<file path="config.mk">
export PLATFORM = sky130hd
export DESIGN_NAME = disp_irq_unit
export DESIGN_NICKNAME = d
export VERILOG_FILES = /design/src/rtl/disp_irq_pkg.sv /design/src/rtl/disp_irq_status.sv /design/src/rtl/disp_irq_enable.sv /design/src/rtl/disp_irq_line.sv /design/src/rtl/disp_irq_unit.sv
export SDC_FILE = /design/constraint.sdc
export NUM_CORES = 1
export LEC_CHECK = 0
export BUFFER_PORTS_ARGS = -buffer_cell sky130_fd_sc_hd__buf_2
export CORE_UTILIZATION = 35
export DETAILED_ROUTE_END_ITERATION = 10
export PLACE_DENSITY_LB_ADDON = 0.08
export SETUP_SLACK_MARGIN = 0.2
export SLEW_MARGIN = 20
export SYNTH_ARGS = -nofsm -noshare
export SYNTH_HDL_FRONTEND = slang
export SYNTH_SLANG_ARGS = --single-unit
</file>
<file path="constraint.sdc">
create_clock -name clk -period 1.1 [get_ports clk]
set_clock_uncertainty 0.15 [all_clocks]
set_input_delay 0.055 -clock clk [delete_from_list [all_inputs] [get_ports clk]]
set_output_delay 0.055 -clock clk [all_outputs]
set_load 0.05 [all_outputs]
</file>
<file path="src/rtl/disp_irq_pkg.sv">
// Shared constants for the display event interrupt status unit.
// Assumes the data width is at least 10 bits, so that every event bit fits.
package disp_irq_pkg;
    // Status and enable bit positions
    localparam int BIT_FRAME = 0;
    localparam int BIT_SYNC  = 2;
    localparam int BIT_UNDER = 5;
    localparam int BIT_PAL   = 6;
    localparam int BIT_EOF0  = 8;
    localparam int BIT_EOF1  = 9;

    // Register addresses
    localparam int ADDR_RAW    = 0;
    localparam int ADDR_MASKED = 1;
    localparam int ADDR_ENSET  = 2;
    localparam int ADDR_ENCLR  = 3;
    localparam int ADDR_EOI    = 4;
endpackage

</file>
<file path="src/rtl/disp_irq_status.sv">
// Sticky status register with write-one-to-clear.
// A set request wins over a clear request on the same bit in the same cycle.
// Bits outside IMPL are held at zero.
module disp_irq_status #(
    parameter int DW = 32,
    parameter logic [DW-1:0] IMPL = '1
) (
    input  logic          clk,
    input  logic          rst_n,
    input  logic [DW-1:0] set_vec,
    input  logic [DW-1:0] clr_vec,
    output logic [DW-1:0] status_q
);
    // Update the status: clear the written ones, then OR in new events.
    always_ff @(posedge clk) begin
        if (!rst_n) status_q <= '0;
        else        status_q <= ((status_q & ~clr_vec) | set_vec) & IMPL;
    end

    for (genvar i = 0; i < DW; i++) begin : g_chk
        if (IMPL[i]) begin : g_impl
            assert_evt_sets_R2: assert property (@(posedge clk) disable iff (!rst_n)
                set_vec[i] |=> status_q[i]);
            assert_w1c_R3: assert property (@(posedge clk) disable iff (!rst_n)
                (clr_vec[i] && !set_vec[i]) |=> !status_q[i]);
            assert_collide_keeps_R4: assert property (@(posedge clk) disable iff (!rst_n)
                (clr_vec[i] && set_vec[i]) |=> status_q[i]);
        end
    end
endmodule

</file>
<file path="src/rtl/disp_irq_enable.sv">
// Enable mask with separate set and clear requests.
// Assumes the set and clear requests are never both active (one write address per cycle).
// Bits outside IMPL are held at zero.
module disp_irq_enable #(
    parameter int DW = 32,
    parameter logic [DW-1:0] IMPL = '1
) (
    input  logic          clk,
    input  logic          rst_n,
    input  logic [DW-1:0] set_vec,
    input  logic [DW-1:0] clr_vec,
    output logic [DW-1:0] en_q
);
    // Apply the set and clear requests to the mask.
    always_ff @(posedge clk) begin
        if (!rst_n) en_q <= '0;
        else        en_q <= ((en_q | set_vec) & ~clr_vec) & IMPL;
    end

    for (genvar i = 0; i < DW; i++) begin : g_chk
        if (IMPL[i]) begin : g_impl
            assert_en_set_R5: assert property (@(posedge clk) disable iff (!rst_n)
                set_vec[i] |=> en_q[i]);
            assert_en_clr_R6: assert property (@(posedge clk) disable iff (!rst_n)
                clr_vec[i] |=> !en_q[i]);
        end
    end
endmodule

</file>
<file path="src/rtl/disp_irq_line.sv">
// Interrupt line generator.
// The line follows the pending input, and is held low for the one cycle
// that follows an end-of-interrupt request.
module disp_irq_line (
    input  logic clk,
    input  logic rst_n,
    input  logic pending,
    input  logic eoi_wr,
    output logic irq_o
);
    logic gap_q;

    // Remember an end-of-interrupt request for one cycle.
    always_ff @(posedge clk) begin
        if (!rst_n) gap_q <= 1'b0;
        else        gap_q <= eoi_wr;
    end

    assign irq_o = pending & ~gap_q;

    assert_eoi_gap_R9: assert property (@(posedge clk) disable iff (!rst_n)
        eoi_wr |=> !irq_o);
endmodule

</file>
<file path="src/rtl/disp_irq_unit.sv">
// Display event interrupt status unit (top level).
// Gathers one-cycle event pulses into raw status, gates them with an enable
// mask, and drives one interrupt line. The register port writes at the clock
// edge and reads combinationally.
// Assumes DW >= 10 and AW >= 3.
module disp_irq_unit
    import disp_irq_pkg::*;
#(
    parameter int AW = 3,
    parameter int DW = 32
) (
    input  logic          clk,
    input  logic          rst_n,
    input  logic          evt_frame_done_i,
    input  logic          evt_sync_lost_i,
    input  logic          evt_underflow_i,
    input  logic          evt_pal_done_i,
    input  logic          evt_eof0_i,
    input  logic          evt_eof1_i,
    input  logic          wr_en_i,
    input  logic [AW-1:0] wr_addr_i,
    input  logic [DW-1:0] wr_data_i,
    input  logic [AW-1:0] rd_addr_i,
    output logic [DW-1:0] rd_data_o,
    output logic          irq_o
);
    localparam logic [DW-1:0] ONE     = DW'(1);
    localparam logic [DW-1:0] EN_IMPL = (ONE << BIT_SYNC) | (ONE << BIT_UNDER) |
                                        (ONE << BIT_PAL)  | (ONE << BIT_EOF0)  |
                                        (ONE << BIT_EOF1);
    localparam logic [DW-1:0] ST_IMPL = EN_IMPL | (ONE << BIT_FRAME);

    logic [DW-1:0] evt_vec, st_clr, en_set, en_clr, status_q, en_q, masked;
    logic          eoi_wr;

    // Place each event pulse at its status bit position.
    always_comb begin
        evt_vec            = '0;
        evt_vec[BIT_FRAME] = evt_frame_done_i;
        evt_vec[BIT_SYNC]  = evt_sync_lost_i;
        evt_vec[BIT_UNDER] = evt_underflow_i;
        evt_vec[BIT_PAL]   = evt_pal_done_i;
        evt_vec[BIT_EOF0]  = evt_eof0_i;
        evt_vec[BIT_EOF1]  = evt_eof1_i;
    end

    // Decode a register write into set, clear and acknowledge requests.
    always_comb begin
        st_clr = '0;
        en_set = '0;
        en_clr = '0;
        eoi_wr = 1'b0;
        if (wr_en_i) begin
            if (wr_addr_i == AW'(ADDR_RAW) || wr_addr_i == AW'(ADDR_MASKED)) st_clr = wr_data_i;
            if (wr_addr_i == AW'(ADDR_ENSET)) en_set = wr_data_i;
            if (wr_addr_i == AW'(ADDR_ENCLR)) en_clr = wr_data_i;
            if (wr_addr_i == AW'(ADDR_EOI))   eoi_wr = 1'b1;
        end
    end

    disp_irq_status #(.DW(DW), .IMPL(ST_IMPL)) u_status (
        .clk(clk), .rst_n(rst_n), .set_vec(evt_vec), .clr_vec(st_clr), .status_q(status_q));

    disp_irq_enable #(.DW(DW), .IMPL(EN_IMPL)) u_enable (
        .clk(clk), .rst_n(rst_n), .set_vec(en_set), .clr_vec(en_clr), .en_q(en_q));

    assign masked = status_q & en_q;

    disp_irq_line u_line (
        .clk(clk), .rst_n(rst_n), .pending(|masked), .eoi_wr(eoi_wr), .irq_o(irq_o));

    // Select the read data from the read address.
    always_comb begin
        rd_data_o = '0;
        if (rd_addr_i == AW'(ADDR_RAW))    rd_data_o = status_q;
        if (rd_addr_i == AW'(ADDR_MASKED)) rd_data_o = masked;
        if (rd_addr_i == AW'(ADDR_ENSET) || rd_addr_i == AW'(ADDR_ENCLR)) rd_data_o = en_q;
    end

    assert_irq_needs_enabled_event_R8: assert property (@(posedge clk) disable iff (!rst_n)
        irq_o |-> |(status_q & en_q));
    assert_frame_never_enabled_R5: assert property (@(posedge clk) disable iff (!rst_n)
        !en_q[BIT_FRAME]);
endmodule

</file>
Word level (Yosys, flattened, before mapping) --
Cells that the tools add are included.
Word-level totals: bits in registers 12, input bits 47, output and inout bits 33
Cells by class: muxes and demuxes 10, eq/ne operators 7, reductions and logical operators 6, bitwise logic cells 9
Operator list (number):
- two-way mux 10 bit | 7
- two-way mux 32 bit | 2
- OR reduction 32 bit | 1
- bitwise AND 10 bit | 3
- inverter 10 bit | 2
- bitwise OR 10 bit | 2
- == test 3 x 2 -> 1 bit (second input constant) | 4
- == test 3 x 1 -> 1 bit (second input constant) | 2
- logical NOT 3 bit | 2
- == test 3 bit (second input constant) | 1
- logical OR 1 bit | 2
- AND reduction 2 bit | 1
- bitwise AND 1 bit | 1
- two-way mux 1 bit | 1
- inverter 1 bit | 1

Depth between registers and ports, before layout --
depth after elaboration 7, mapped depth 4, gate-level depth less buffers 3

By module --
From an unflattened synthesis, not the netlist that was laid out.
Second synthesis, totals: cell total of the unflattened synthesis 368, area, all modules 2162.1 um^2
Modules (own cells, without submodules):
- disp_irq_unit | cells each 277, area each 1287.5 um^2, seq. area each 0.0 um^2, times used 1
- disp_irq_status | cells each 45, area each 446.7 um^2, seq. area each 120.1 um^2, times used 1
- disp_irq_enable | cells each 43, area each 387.9 um^2, seq. area each 100.1 um^2, times used 1
- disp_irq_line | cells each 3, area each 40.0 um^2, seq. area each 20.0 um^2, times used 1

Least setup slack after synthesis --
OpenSTA, ideal clock, no wires.
path type register -> output, from reg u_status.status_q[0], to out rd_data_o[0], required time 0.895 ns, data arrival time 1.910 ns, slack -1.015 ns, stages on the path, launching flop included 2, cells stage by stage dfxtp_1 > nor4b_1
On the way: cells in the longest elaborated chain, start to end 3, elaborated cells between the ends (all ways) 4
RTL lines:
- start, declared | line disp_irq_status.sv:12 | output logic [DW-1:0] status_q
- start signal, assigned | line disp_irq_status.sv:17 | else status_q <= ((status_q & ~clr_vec) | set_vec) & IMPL;
- two-way mux 10 bit or bitwise AND 10 bit (tied branches) | line disp_irq_unit.sv:75, disp_irq_unit.sv:67
- two-way mux 32 bit (*) | line disp_irq_unit.sv:76 | if (rd_addr_i == AW'(ADDR_MASKED)) rd_data_o = masked;
- two-way mux 32 bit (*) | line disp_irq_unit.sv:77 | if (rd_addr_i == AW'(ADDR_ENSET) || rd_addr_i == AW'(ADDR_ENCLR)) rd_data_o = en_q;
- end, declared | line disp_irq_unit.sv:24 | output logic [DW-1:0] rd_data_o,
Mark *: on every way between the ends. The rest lies on a longest branch, timed or not.

Worst setup path after layout --
from reg u_status.status_q[8], to out irq_o
On the way: cells in the longest elaborated chain, start to end 3
RTL lines:
- bitwise AND 10 bit | line disp_irq_unit.sv:67 | assign masked = status_q & en_q;
- OR reduction 32 bit | line disp_irq_unit.sv:70 | .clk(clk), .rst_n(rst_n), .pending(|masked), .eoi_wr(eoi_wr), .irq_o(irq_o));
- bitwise AND 1 bit | line disp_irq_line.sv:19 | assign irq_o = pending & ~gap_q;
- end, declared | line disp_irq_unit.sv:25 | output logic irq_o
Every way passes these cells.

==> run summary <==
The flow ran to the end, but the final reports show violations. The final reports fail on hold timing, setup timing. The worst register-to-register path has a setup slack of -0.02 ns. In this run the worst hold path is classified as in2reg. The async set-reset flop share out of synthesis came out at 0%. For the finished layout, the period the worst path requires is 1.45 ns. The tools report the number of different library cells in the post-synthesis netlist as 26. The initial cell density of the core is 39.0%. The number of iterations in the first detailed-routing pass is 4. Across the VDD grid, the largest voltage drop is 0.762 mV. The critical path's largest stage delay was 0.38 ns; the worst hold slack across all endpoints was -0.0595 ns.

The run gives 201 as the layout filler cell count. The critical path buffer and inverter count came out at 1. The global-route wire length before repair was 2920 um; the routed length per placed instance was 10.7 um. For the number of standard cells after synthesis, the log shows 99.

The tool flagged a number of max-cap violations equal to 0. The number of instances on the worst hold path works out to 2. The largest family of logic cells by synthesized area was buffers and inverters. Setup repair after global routing could not meet its margin everywhere. For this block, the via count after detailed routing is 775. After detailed placement, the design holds a cell count of 158. The portion of synthesized area spent on multiplexers is 0%. The worst min-delay path endpoint was u_status.status_q[2]. The number of antenna violations at the first check in global routing came out at 0.

The portion of the post-synthesis area used by sequential elements is 29.9%, and the top cell type's share of synthesized area is 29.9%. The cell sitting at the root of the clock tree is a sky130_fd_sc_hd__clkbuf_4. The count of H-tree levels built during CTS came out at 1. The placement row count was 16; the count of flip-flops with a built-in enable after synthesis was 0. 80 I/O pins were placed. The endpoint identified for the worst register-to-register timing path is u_enable.en_q[8]. After detailed routing, the number of vias per cell comes to 4.51. In this run the tool buffered the top-level ports with 27 buffer cells. After layout, the design draws a total of 1.34 mW.

The tools report the source of the worst register-to-register timing path as u_enable.en_q[8]. The post-synthesis share of cell area spent on xor and xnor gates was 0%. The number of nets with antenna violations after detailed routing was 0; the power per cell area was 1070 nW/um^2. Clock latency on the worst-skew pair, taken at its later pin, is 0.28 ns. The Yosys step of the flow raised 0 warnings. The start point of the worst hold path was rst_n. After synthesis the netlist holds a flip-flop and latch count of 12. The slack of the critical path is -0.346 ns, and the number of clock buffers inserted by TritonCTS is 3. The tools report the number of hold violations in the final report as 12.

STA classifies the critical path startpoint as a flip-flop. Final layout net count: 193. For this run, global-route usage on met1 was measured as 17.3%.

The run gives 13 as the largest net degree at the start of global routing. STA classifies the critical path endpoint as an output pin. The synthesized netlist devotes 0% of its cell area to adder and majority cells. The basic-gate share of the synthesized area counting and, or, nand and nor cells works out to 23.2%. The largest individual stage delay along the critical path comes from the cell sky130_fd_sc_hd__a222oi_1. The via count of the first global-routing pass was 656; the area growth from synthesis to layout was 57.0%.

The post-synthesis compound-gate area fraction works out to 19.8%. For the worst flop-to-flop path, the logic depth is 4. The worst setup slack before clock tree synthesis is -0.0769 ns, and the post-synthesis area per instance is 8.11 sq um.

The core outline area is 2060 sq um, and the worst path arrival time is 1.24 ns. The antenna diode instance count was 0; the required time at the worst-slack endpoint was 0.89 ns. The die is 49.9 um tall. Setup violations remaining at the end of the flow were counted as 12.

The number of buffers on the longest clock path came out at 2. The wire-length estimate of the detail-placed layout is 1360 um. The synthesized cell area came out at 803 sq um. In the global route stage, overall resource usage came out at 15.9%. The die is 49.9 um wide.

Of the available clock period, the critical path in the final layout requires 131%. The cell family contributing the most delay on the critical path is compound AO/OA/AOI/OAI gates. The tools report the weighted congestion reported at the end of routability-driven placement as 0.732. The violation count after the first detailed-route iteration is 9.

The final layout contains routed wiring with a total length of 1840 um. Final non-filler cell total: 172. After synthesis, the most frequently instantiated cells are sky130_fd_sc_hd__buf_4, sky130_fd_sc_hd__nor2_1, sky130_fd_sc_hd__dfxtp_1. The tools report the overall die area as 2490 sq um.

The critical path is of the reg2out type. sky130_fd_sc_hd__dfxtp_1 takes more of the synthesized area than any other cell. The most used flip-flop cell after synthesis is sky130_fd_sc_hd__dfxtp_1.

The most common cell in the synthesized netlist is sky130_fd_sc_hd__buf_4. The analysis attributes to cell leakage a power of 0.563 nW. The start point of the critical path is u_status.status_q[8]. The share of post-route cells with drive strength above 1 came out at 51.7%. TritonCTS built the clock tree. In the global route stage, met2 resource usage came out at 27.3%. In the routed design, unresolved DRC markers number 0.

Along the worst path, the maximum fanout reaches 2. Setup total negative slack on the finished layout was measured at -1.73 ns. Busiest layer in global routing: met2. The number of sinks handled by clock tree synthesis is 12, and the fraction of met3 tracks used by global routing is 2.78%. Timing would allow up to 692 MHz. The remaining global-route overflow was 0. Clock transition at the register clock pins on the worst setup and hold paths after CTS: 0.08 ns. After synthesis, the cell types taking the most area are sky130_fd_sc_hd__dfxtp_1, sky130_fd_sc_hd__buf_4, sky130_fd_sc_hd__nor2_1, sky130_fd_sc_hd__o21a_1, sky130_fd_sc_hd__o31a_1. Traced cell by cell, the critical path runs through a222oi_1 > a21oi_2 > buf_6. The tools report the total count of max-transition violations in the final report as 0.
==> where the power goes <==
part | total [mW] | internal (mW) | switching, mW
combinational | 0.508 | 0.155 | 0.353
sequential | 0.479 | 0.458 | 0.0208
clock | 0.357 | 0.202 | 0.156
total | 1.34 | 0.815 | 0.529
==> cell type report <==
class                           count  area, sq um  area share (%)
Clock buffer                        4         36.3            2.88
Multi-Input combinational cell     82          571            45.2
Timing Repair Buffer               45          354            28.1
Inverter                            2         7.51           0.595
Tap cell                           27         33.8            2.68
Sequential cell                    12          259            20.5
==> stage by stage <==
step	instance area [sq um]	hold WS, ns	util [%]
after floorplan	1000	-0.0226	-
after global placement	1020	0.113	49.5
after detailed placement	1020	0.117	49.5
after CTS	1210	-0.0585	58.5
after global routing	1260	-0.0684	61.2
final	1260	-0.0595	61.2
==> registers in the layout (all words and copies together) (netlist names) <==
signal / flops
u_line.gap_q: 1
u_status.status_q: 6
u_enable.en_q: 5
==> worst max path at each step <==
stage | to | slack, ns | cells after the start
2_1_floorplan | irq_o | -0.03 | 2
4_1_cts | irq_o | -0.35 | 3
6_report | irq_o | -0.35 | 3
3_5_place_dp | irq_o | -0.08 | 3
3_3_place_gp | irq_o | -0.09 | 3
5_1_grt | irq_o | -0.42 | 3
==> cell families after synthesis <==
logic type | count (synthesis)
AO/OA/AOI/OAI | 22
buffers and inverters | 30
flip-flops | 12
other | 1
AND/OR/NAND/NOR | 34
==> placed cells by master, fill, tap and decap left out, types with 5 or more instances in the layout <==
master / synthesis / layout
sky130_fd_sc_hd__o21a_1: 5 / 5
sky130_fd_sc_hd__nor3_4: 0 / 5
sky130_fd_sc_hd__nor2_4: 0 / 5
sky130_fd_sc_hd__buf_6: 0 / 13
sky130_fd_sc_hd__dlygate4sd3_1: 0 / 7
sky130_fd_sc_hd__buf_4: 27 / 5
sky130_fd_sc_hd__buf_2: 0 / 20
sky130_fd_sc_hd__conb_1: 1 / 26
sky130_fd_sc_hd__dfxtp_2: 0 / 9
sky130_fd_sc_hd__nor2_2: 0 / 6
==> timing repair <==
item	in CTS	in global routing
endpoints found under the hold margin	12	12
setup endpoints to repair	11	14
hold buffers	7	1
buffers inserted	0	3
gates resized for setup	27	12
pin swaps	3	6
==> per-layer routing <==
metal | share of wire (%) | vias up
li1 | - | 387
met1 | 43 | 348
met2 | 49 | 36
met3 | 4.6 | 4
met4 | 2.6 | 0
met5 | 0 | -
Power figures use the tool's default switching activity.
